$ cat src/rtl/stat_rb_pkg.sv
package stat_rb_pkg;
  localparam int unsigned DATA_W = 8;

  localparam logic [DATA_W-1:0] SEL_COLOR  = 8'd1;
  localparam logic [DATA_W-1:0] SEL_ODD    = 8'd2;
  localparam logic [DATA_W-1:0] SEL_DISP   = 8'd3;
  localparam logic [DATA_W-1:0] SEL_ANALOG = 8'd4;

  typedef struct packed {
    logic odd_hide;
    logic disp_en;
    logic analog;
    logic clk5;
  } mode_flags_t;
endpackage

$ cat src/rtl/stat_sel_reg.sv
module stat_sel_reg #(
  parameter int unsigned W = 8
) (
  input  logic         clk_i,
  input  logic         rst_ni,
  input  logic         we_i,
  input  logic [W-1:0] d_i,
  output logic [W-1:0] q_o
);
  always_ff @(posedge clk_i or negedge rst_ni) begin
    if (!rst_ni)   q_o <= '0;
    else if (we_i) q_o <= d_i;
  end
endmodule

$ cat src/rtl/stat_sel_mux.sv
module stat_sel_mux
  import stat_rb_pkg::*;
#(
  parameter int unsigned W = DATA_W
) (
  input  logic [W-1:0] sel_i,
  input  mode_flags_t  flags_i,
  output logic [W-1:0] rdata_o
);
  logic [W-1:0] base;
  logic         known;
  logic         bit0;

  always_comb begin
    known = 1'b1;
    bit0  = 1'b0;
    unique case (sel_i)
      SEL_COLOR:  bit0 = 1'b1;
      SEL_ODD:    bit0 = flags_i.odd_hide;
      SEL_DISP:   bit0 = flags_i.disp_en;
      SEL_ANALOG: bit0 = flags_i.analog;
      default:    known = 1'b0;
    endcase
    base = known ? {{(W-1){1'b0}}, bit0} : '1;
    rdata_o = base | ({{(W-1){1'b0}}, flags_i.clk5} << 1);
  end
endmodule

$ cat src/rtl/stat_scan_rate.sv
module stat_scan_rate (
  input  logic clk_i,
  input  logic rst_ni,
  input  logic we_i,
  input  logic d_i,
  output logic rate_o,
  output logic chg_o
);
  logic diff;
  assign diff = we_i && (d_i != rate_o);

  always_ff @(posedge clk_i or negedge rst_ni) begin
    if (!rst_ni) begin
      rate_o <= 1'b0;
      chg_o  <= 1'b0;
    end else begin
      chg_o <= diff;
      if (we_i) rate_o <= d_i;
    end
  end
endmodule

$ cat src/rtl/stat_readback_port.sv
module stat_readback_port
  import stat_rb_pkg::*;
#(
  parameter int unsigned W = DATA_W
) (
  input  logic         clk_i,
  input  logic         rst_ni,
  input  logic         wr_i,
  input  logic         addr_i,
  input  logic [W-1:0] wdata_i,
  input  logic         odd_hide_i,
  input  logic         disp_en_i,
  input  logic         analog_pal_i,
  input  logic         clk5_i,
  output logic [W-1:0] rdata_o,
  output logic         rate_o,
  output logic         rate_chg_o
);
  logic [W-1:0] sel_q;
  logic [W-1:0] sel_rd;
  mode_flags_t  flags;

  assign flags = '{odd_hide: odd_hide_i, disp_en: disp_en_i,
                   analog: analog_pal_i, clk5: clk5_i};

  stat_sel_reg #(.W(W)) u_sel (
    .clk_i(clk_i), .rst_ni(rst_ni), .we_i(wr_i && !addr_i),
    .d_i(wdata_i), .q_o(sel_q)
  );

  stat_sel_mux #(.W(W)) u_mux (
    .sel_i(sel_q), .flags_i(flags), .rdata_o(sel_rd)
  );

  stat_scan_rate u_rate (
    .clk_i(clk_i), .rst_ni(rst_ni), .we_i(wr_i && addr_i),
    .d_i(wdata_i[0]), .rate_o(rate_o), .chg_o(rate_chg_o)
  );

  assign rdata_o = addr_i ? {{(W-1){1'b0}}, rate_o} : sel_rd;
endmodule

$ cat config.mk
export PLATFORM = sky130hd
export DESIGN_NAME = stat_readback_port
export DESIGN_NICKNAME = d
export VERILOG_FILES = /design/src/rtl/stat_rb_pkg.sv /design/src/rtl/stat_sel_reg.sv /design/src/rtl/stat_sel_mux.sv /design/src/rtl/stat_scan_rate.sv /design/src/rtl/stat_readback_port.sv
export SDC_FILE = /design/constraint.sdc
export NUM_CORES = 1
export LEC_CHECK = 0
export CORE_MARGIN = 3
export CORE_UTILIZATION = 40
export DETAILED_ROUTE_END_ITERATION = 8
export GPL_ROUTABILITY_DRIVEN = 0
export GPL_TIMING_DRIVEN = 0
export PLACE_DENSITY = 0.8
export SYNTH_ARGS = -nofsm -noshare
export SYNTH_HDL_FRONTEND = slang
export SYNTH_SLANG_ARGS = --single-unit
$ cat constraint.sdc
create_clock -name clk_i -period 2.75 [get_ports clk_i]
set_input_delay 0.55 -clock clk_i [delete_from_list [all_inputs] [get_ports clk_i]]
set_output_delay 0.55 -clock clk_i [all_outputs]
set_load 0.02 [all_outputs]
==> flow_summary.json <==
{
  "dieArea_um2": 1777,
  "rsz0062_at_grt": "no",
  "holdBufCountCts": 0,
  "drc": 0,
  "die_w_um": 42.16,
  "p_per_area_nw_per_um2": 482.5,
  "cp.arrival_ns": 2.06,
  "final_nets": 91,
  "io_buffers": 25,
  "ios": 26,
  "status": "completed",
  "setup_violations": 0,
  "synthAdderAreaFrac_pct": 0,
  "combPwrFrac_pct": 29.1,
  "antenna_found_initial": 0,
  "grt_pass1_vias": 418,
  "p_sw_share_pct": 26.98,
  "grt_util_all_layers_pct": 11.95,
  "crit_path_max_fanout": 6,
  "std_cell_rows": 12,
  "muxShareOfSynthArea_pct": 19.38,
  "pwr-share-seq_pct": 47.1,
  "synth_simple_gate_area_share_pct": 13.88,
  "drt_wl_total_um": 974,
  "grt_pass1_wl_mm": 1.649,
  "synth_nets": 61,
  "synth_seq_cells": 10,
  "antenna_cells": 0,
  "drtPass1Iterations": 1,
  "hpwl_um": 804.2,
  "die_y_um": 42.16,
  "hold_violations": 0,
  "netlist_area_um2": 523.0,
  "numCtsBuffers": 3,
  "cts_tree": "built",
  "synth_seq_area_share_pct": 47.85,
  "drt_iter0_drc": 0,
  "path_clk_slew_ns": 0.06,
  "clk_path_buf_depth": 2,
  "start_kind": "flip-flop",
  "htreeDepth": 1,
  "clock.fmax_ghz": 0.3832,
  "cts_setup_buffers": 0,
  "drt-vias-per-instance": 4.943,
  "wl_per_cell_um": 11.20,
  "min_period_ns": 2.609,
  "areaGrowthSynthToFinish_pct": 55.50,
  "p_clk_share_pct": 23.8,
  "clk_latency_ns": 0.25,
  "fin_total_pwr_w": 0.0003924,
  "critPathRequiredTime_ns": 2.20,
  "cts_root_buffer": "clkbuf_4",
  "avgSynthCellArea_um2": 11.62,
  "cts.sinks": 10,
  "grt_max_degree": 11,
  "detail-route-antenna-nets": 0,
  "finalSetupTns_ns": 0,
  "vias": 430,
  "crit_path_end_kind": "output port",
  "start_util_pct": 44.66,
  "finalMaxSlewViolations": 0,
  "p_leak_nw": 0.3660,
  "net-switching-power_w": 0.0001059,
  "post_synth_num_cell_types": 18,
  "synth-xor-area-share_pct": 1.675,
  "yosysWarningCount": 0,
  "slew_headroom_pct": 70.42,
  "p_int_w": 0.0002866,
  "crit_type": "reg2out",
  "cap_violations": 0,
  "skew_ns": 0.00004613,
  "worst_pin_slew_ns": 0.4423,
  "synth_compound_area_share_pct": 6.938,
  "peakVddDrop_v": 0.0003681,
  "drive_above_1_share_pct": 27.40,
  "syn-instance-count": 45,
  "num-fill-cells": 100,
  "hp-class": "reg2reg",
  "synth_top_family_by_area": "multiplexers",
  "overflow": 0,
  "post-route-period-util_pct": 94.89,
  "core_um2": 1171
}
critical path, cell delays in order (launching register included):
cell           delay [ns]
dfrtp_1              0.37
or4_4                0.54
nor4b_4              0.34
nor2_2               0.11
buf_4                0.14
dlygate4sd2_1        0.31
layout by cell type (no fill, tap or decap):
| cell type | instances |
|---|---|
| a21oi_1 | 1 |
| a31oi_1 | 2 |
| a32oi_1 | 1 |
| buf_2 | 1 |
| buf_4 | 5 |
| clkbuf_4 | 3 |
| clkdlybuf4s50_1 | 17 |
| dfrtp_1 | 10 |
| dlygate4sd2_1 | 6 |
| dlymetal6s2s_1 | 2 |
| inv_1 | 3 |
| mux2_1 | 1 |
| mux2_2 | 8 |
| nand2_1 | 2 |
| nor2_1 | 2 |
| nor2_2 | 1 |
| nor2b_1 | 1 |
| nor3_1 | 1 |
| nor3b_1 | 1 |
| nor4b_4 | 1 |
| o21ai_0 | 2 |
| or4_4 | 1 |
| xnor2_1 | 1 |
worst paths after layout:
| check | depth (start not counted) | from | slack, ns | end |
|---|---|---|---|---|
| worst max-delay path | 5 | u_sel.q_o[4] | 0.14 | rdata_o[4] |
| worst min-delay path | 1 | u_sel.q_o[4] | 0.51 | u_sel.q_o[4] |
| worst max register to register | 1 | u_sel.q_o[1] | 1.94 | u_sel.q_o[1] |
| worst min register to register | 1 | u_sel.q_o[4] | 0.51 | u_sel.q_o[4] |
| max in group asynchronous | 1 | rst_ni | 1.84 | u_sel.q_o[1] |
| min in group asynchronous | 1 | rst_ni | 0.60 | u_rate.chg_o |
layer usage:
metal / part of all wire (%) / GRT usage (%) / up-vias
met5: 0 / 0 / -
met4: 2.5 / 7.453 / 0
met3: 10 / 3.433 / 4
met2: 48 / 22.19 / 22
met1: 40 / 11.14 / 194
li1: - / - / 210
cell usage after synthesis:
library cell | n | area share, %
nor3b_1 | 1 | 1.4
nor3_1 | 1 | 0.96
a32oi_1 | 1 | 1.7
buf_2 | 1 | 0.96
mux2_1 | 1 | 2.2
or4_4 | 1 | 2.2
a31oi_1 | 2 | 2.4
nand2_1 | 2 | 1.4
xnor2_1 | 1 | 1.7
a21oi_1 | 1 | 0.96
o21ai_0 | 2 | 1.9
nor4b_4 | 1 | 4.5
nor2b_1 | 1 | 1.2
buf_4 | 5 | 7.2
dfrtp_1 | 10 | 48
mux2_2 | 8 | 17
nor2_1 | 3 | 2.2
inv_1 | 3 | 2.2
registers in the layout, summed over array words and instances, names as in the netlist:
register	flops
u_rate.chg_o	1
u_rate.rate_o	1
u_sel.q_o	8
cells by family (layout without fill, tap and decap cells):
kind of cell	after synthesis	count (layout)
AO/OA/AOI/OAI	6	6
XOR/XNOR	1	1
buffers and inverters	9	37
flip-flops	10	10
multiplexers	9	9
AND/OR/NAND/NOR	10	10
power groups by stage:
stage	combinational [W]	clock, W	sequential, W
after floorplan	0.0000625	0	0.000188
after global placement	0.000118	0	0.000188
after detailed placement	0.000121	0	0.000188
after CTS	0.000117	0.0000970	0.000185
after global routing	0.000124	0.000104	0.000188
final	0.000114	0.0000933	0.000185
area by class of cell:
| type | instances | area (um2) | share of cell area (%) |
|---|---|---|---|
| Sequential cell | 10 | 250.2 | 30.77 |
| Timing Repair Buffer | 25 | 247.7 | 30.46 |
| Multi-Input combinational cell | 26 | 221.5 | 27.23 |
| Buffer | 6 | 42.54 | 5.231 |
| Clock buffer | 3 | 22.52 | 2.769 |
| Tap cell | 14 | 17.52 | 2.154 |
| Inverter | 3 | 11.26 | 1.385 |
repair_timing:
action	in CTS	in global routing
endpoints found under the hold margin	0	0
resized for setup	6	3
setup endpoints to repair	6	3
gates cloned	0	0
through the flow:
stage          cells  utilization (%)  setup WS [ns]  hold slack, ns  cell area [um2]
6_report          87            69.44         0.1406          0.5062            813.3
5_1_grt           87            69.44        0.03842          0.5356            813.3
4_1_cts           87            68.80       0.003762          0.5136            805.8
3_5_place_dp      84            67.52        0.03919          0.5004            790.8
3_3_place_gp      84            67.52        0.05676          0.4924            790.8
2_1_floorplan     45                -         0.6319          0.2544            523.0
Note: power is estimated with default switching activity, not from simulation.
